<file path="src/rtl/sense_stagger.sv">
module sense_stagger #(
  parameter int WIDTH = 18,
  parameter int GROUP = 3
) (
  input  logic             clk,
  input  logic             rst_n,
  input  logic             start,
  input  logic [WIDTH-1:0] word,
  output logic [WIDTH-1:0] sense_en,
  output logic             done
);
  localparam int NSLOT = WIDTH / GROUP;
  localparam int SW = (NSLOT > 1) ? $clog2(NSLOT) : 1;
  localparam logic [SW-1:0] LAST = SW'(NSLOT - 1);

  generate
    if (GROUP < 2 || (WIDTH % GROUP) != 0) begin : g_bad_group
      $error("sense_stagger: GROUP must be >= 2 and divide WIDTH");
    end
  endgenerate

  logic             busy;
  logic [SW-1:0]    slot;
  logic [WIDTH-1:0] word_q;

  always_ff @(posedge clk or negedge rst_n) begin
    if (!rst_n) begin
      busy   <= 1'b0;
      slot   <= '0;
      word_q <= '0;
      done   <= 1'b0;
    end else begin
      done <= 1'b0;
      if (!busy) begin
        if (start) begin
          busy   <= 1'b1;
          slot   <= '0;
          word_q <= word;
        end
      end else if (slot == LAST) begin
        busy <= 1'b0;
        slot <= '0;
        done <= 1'b1;
      end else begin
        slot <= slot + 1'b1;
      end
    end
  end

  generate
    for (genvar i = 0; i < WIDTH; i++) begin : g_bit
      localparam logic [SW-1:0] MYSLOT = SW'(i / GROUP);
      assign sense_en[i] = busy && (slot == MYSLOT) && word_q[i];
    end
  endgenerate

  p_group_cap_r3: assert property (@(posedge clk) disable iff (!rst_n)
    $countones(sense_en) <= GROUP);

  p_advance_r4: assert property (@(posedge clk) disable iff (!rst_n)
    (busy && slot != LAST) |=> (busy && slot == $past(slot) + 1'b1));

  p_last_done_r5: assert property (@(posedge clk) disable iff (!rst_n)
    (busy && slot == LAST) |=> (done && !busy));

  p_done_single_r5: assert property (@(posedge clk) disable iff (!rst_n)
    done |=> !done);

  p_busy_ignore_r6: assert property (@(posedge clk) disable iff (!rst_n)
    (busy && start && slot != LAST) |=> (busy && $stable(word_q)));

  p_quiet_done_r2: assert property (@(posedge clk) disable iff (!rst_n)
    done |-> (sense_en == '0));
endmodule

</file>
<file path="config.mk">
export PLATFORM = sky130hd
export DESIGN_NAME = sense_stagger
export DESIGN_NICKNAME = d
export VERILOG_FILES = /design/src/rtl/sense_stagger.sv
export SDC_FILE = /design/constraint.sdc
export NUM_CORES = 1
export LEC_CHECK = 0
export ABC_CLOCK_PERIOD_IN_PS = 2550
export BUFFER_PORTS_ARGS = -buffer_cell sky130_fd_sc_hd__buf_2
export CAP_MARGIN = 20
export CELL_PAD_IN_SITES_DETAIL_PLACEMENT = 2
export CELL_PAD_IN_SITES_GLOBAL_PLACEMENT = 2
export CORE_MARGIN = 2
export CORE_UTILIZATION = 25
export DETAILED_ROUTE_END_ITERATION = 12
export GPL_TIMING_DRIVEN = 0
export PLACE_DENSITY_LB_ADDON = 0.1
export SLEW_MARGIN = 10
export SYNTH_ARGS = -nofsm -noshare
export SYNTH_HDL_FRONTEND = slang
export SYNTH_SLANG_ARGS = --single-unit
export TNS_END_PERCENT = 1
</file>
<file path="constraint.sdc">
create_clock -name clk -period 2.55 [get_ports clk]
set_clock_uncertainty 0.05 [all_clocks]
set_input_delay 0.255 -clock clk [delete_from_list [all_inputs] [get_ports clk]]
set_output_delay 0.255 -clock clk [all_outputs]
set_load 0.05 [all_outputs]
</file>
==> results.txt <==
In the final design database the tool counted 147 nets. In the synthesized netlist the async set-or-reset flop fraction comes to 1.00. The x dimension of the die came out at 70.9 microns. For this configuration, the core starts out at a cell density of 0.259.

The die covers 0.00503 sq mm. The required time of the critical path is 2250 ps. The final setup TNS is 0 ps. The count of flip-flops with a built-in enable after synthesis is 0. The post-CTS repair timing setup buffer count came out at 0. Dividing the detail-routed wire length by the instance count gives around 14 microns.

The post-synthesis register bit count is 23. The power density over the cells came out at about 1200 mW/mm^2. The final number of hold-violating endpoints came out at 0. In the final layout, the share of cells above drive strength 1 is 0.556. The total count of max-transition violations in the final report came out at 0. The first-pass GRT wire length came out at 4290 microns. Final hold analysis gives a worst-case slack of 171 ps. Counting along the longest clock path gives a buffer depth of 2. The core area is 0.00432 sq mm. The cell sitting at the root of the clock tree is a sky130_fd_sc_hd__clkbuf_8. In this run, the number of DRC markers left after iteration 0 of detailed routing was 7.

In the layout the commonest cells are sky130_fd_sc_hd__buf_2, sky130_fd_sc_hd__dfrtp_1, sky130_fd_sc_hd__and2_1. The synthesis-to-finish area growth is 28.2%. Entering global routing, the biggest net connects 24 pins. The remaining number of nets flagged by the antenna check after routing came out at 0. After detailed routing, the number of remaining DRC violations is 0.

By startpoint and endpoint, the worst setup path is classified as flip-flop to primary output. By area the synthesized netlist is led by sky130_fd_sc_hd__dfrtp_1, sky130_fd_sc_hd__mux2_4, sky130_fd_sc_hd__mux2_2. For this run, the number of Yosys warnings is 0. The count of cells along the worst hold path came out at 2. Counting cells, the worst reg-to-reg path comes to 5. The number of port buffers came out at 39.

The startpoint kind of the worst setup timing path is a flip-flop. The vertical extent of the die is ~71 microns. The global placer's final weighted congestion is 0.669. The final setup violation count is 0.

The path class of the tightest hold or removal check is input pin to flip-flop. The number of fill cells came out at approximately 490. VDD sags by at most 0.447 mV. Static timing analysis puts the maximum clock frequency at 0.530 GHz. Averaged over all synthesized cells, the footprint is 14.0 sq um.

The number of antenna violations at the first check in global routing came out at 0. The clock transition at the registers of the reported paths is 80 ps. The most common cell after layout, fill and taps aside is sky130_fd_sc_hd__buf_2.

Of the post-synthesis cell area, the dominant cell type holds 0.515. The number of vias per cell after detailed routing came out at 4.41. The placement-stage cell area is 0.00138 sq mm.

The post-route fraction of the period consumed by the critical path came out at 0.740. The insertion delay of the later-clocked pin in the worst-skew pair is 260 ps. The data arrival time of the worst path came out at 1580 ps.

The most area-hungry cell type in the Yosys netlist is sky130_fd_sc_hd__dfrtp_1. The unique cell type count in the Yosys netlist is 20. After synthesis the cells add up to 0.00112 sq mm. For this run, the leading register cell type out of synthesis is sky130_fd_sc_hd__dfrtp_1. The antenna diode count is 0.

For this run, the total global-route usage over all layers was measured as 0.106. The number of max-cap violations came out at 0. TritonCTS built the clock tree. The post-synthesis sequential area ratio is 0.515. The synthesized instance count came out at 80. The flow ran to the end, and the final reports show no timing, DRC or antenna violations. The static leakage came out at between 0.7 and 0.8 nW. Along the worst path, the maximum fanout reaches 10. The first detailed-routing pass ran for 4 iterations. Headroom to the max-slew limit came out at 0.644. CTS built an H-tree with a depth of 1. The slew at the pin with the worst max-slew slack is about 530 ps. The number of global-route vias before repair is 893. The number of top-level pins came out at 40. The global-route congestion overflow total is 0. The placed wire-length estimate after detailed placement came out at 1810 microns. Setup repair after global routing left no endpoint under its margin. The clock period minus final worst setup slack came out at about 1900 ps. The post-detailed-routing wire length came out at roughly 2400 microns. The tree built by TritonCTS fans out to 23 sinks. The finished cells cover 0.00143 sq mm. The total number of placement rows is 24. Counting every net in the synthesized netlist gives around 100. The number of buffers created by CTS came out at 3. The total via count after detailed routing is 777. The endpoint kind of the worst setup timing path is a primary output.
flip-flops by register name, indices dropped and copies added (netlist names):
register	count
busy	1
done	1
slot	3
word_q	18
final cells by class:
type / count / area (sq um) / area share
inverters: 2 / 7.51 / 0.00524
repair buffers: 40 / 205 / 0.143
clock buffers: 4 / 45.0 / 0.0314
plain buffers: 4 / 41.3 / 0.0288
flip-flops and latches: 23 / 576 / 0.401
well taps: 52 / 65.1 / 0.0454
multi-input cells: 51 / 494 / 0.345
synth_stat cells (2+ instances only):
cell / instances
sky130_fd_sc_hd__and2_1: 16
sky130_fd_sc_hd__and3_1: 3
sky130_fd_sc_hd__and4bb_2: 3
sky130_fd_sc_hd__dfrtp_1: 23
sky130_fd_sc_hd__inv_1: 2
sky130_fd_sc_hd__mux2_2: 9
sky130_fd_sc_hd__mux2_4: 10
sky130_fd_sc_hd__nor2_1: 2
what timing repair did:
item,4_1_cts,5_1_grt
hold buffers,1,0
endpoints found under the hold margin,23,0
resized for setup,0,0
cell families (layout without fill, tap and decap cells):
kind of cell / Yosys count / in the layout / synth area share
adders and majority gates: 1 / 1 / 0.0112
and+or+nand+nor: 28 / 28 / 0.181
muxes: 20 / 20 / 0.234
buffers and inverters: 6 / 50 / 0.0436
AOI/OAI and AO/OA: 2 / 2 / 0.0157
DFF: 23 / 23 / 0.515
routing by layer:
metal  vias to the layer above  routed length, microns  global-route usage
li1                        362                       -                   -
met3                         2                     115              0.0185
met5                         -                       0                   0
met2                        20                    1230               0.174
met1                       393                    1060               0.141
met4                         0                      19              0.0377
metrics by stage:
step | power, mW | utilization | worst slack, ps | cells
global route | 1.92 | 0.332 | 503 | 176
global placement | 1.56 | 0.319 | 948 | 171
finish | 1.79 | 0.332 | 664 | 176
CTS | 1.83 | 0.332 | 619 | 176
detailed placement | 1.59 | 0.319 | 919 | 171
floorplan | 1.38 | - | 1030 | 80
critical path, stage by stage, from the launching register on:
cell and delay, ps:
sky130_fd_sc_hd__dfrtp_1 380, sky130_fd_sc_hd__buf_2 210, sky130_fd_sc_hd__nor4b_2 310, sky130_fd_sc_hd__and2_1 170, sky130_fd_sc_hd__buf_2 250
report_power, final:
part | switching [mW] | internal [mW]
Sequential | 0.105 | 0.546
Combinational | 0.500 | 0.412
Clock | 0.115 | 0.111
Total | 0.721 | 1.07
path summary, 6_finish.rpt:
kind | from | endpoint | slack (ps)
max in group asynchronous | rst_n | word_q[14] | 1640
hold / removal | word[12] | word_q[12] | 170
hold reg to reg | word_q[12] | word_q[12] | 450
min in group asynchronous | rst_n | word_q[5] | 450
setup / recovery | busy | sense_en[1] | 660
setup reg to reg | slot[0] | slot[2] | 1140
(Power assumes the default switching activity.)
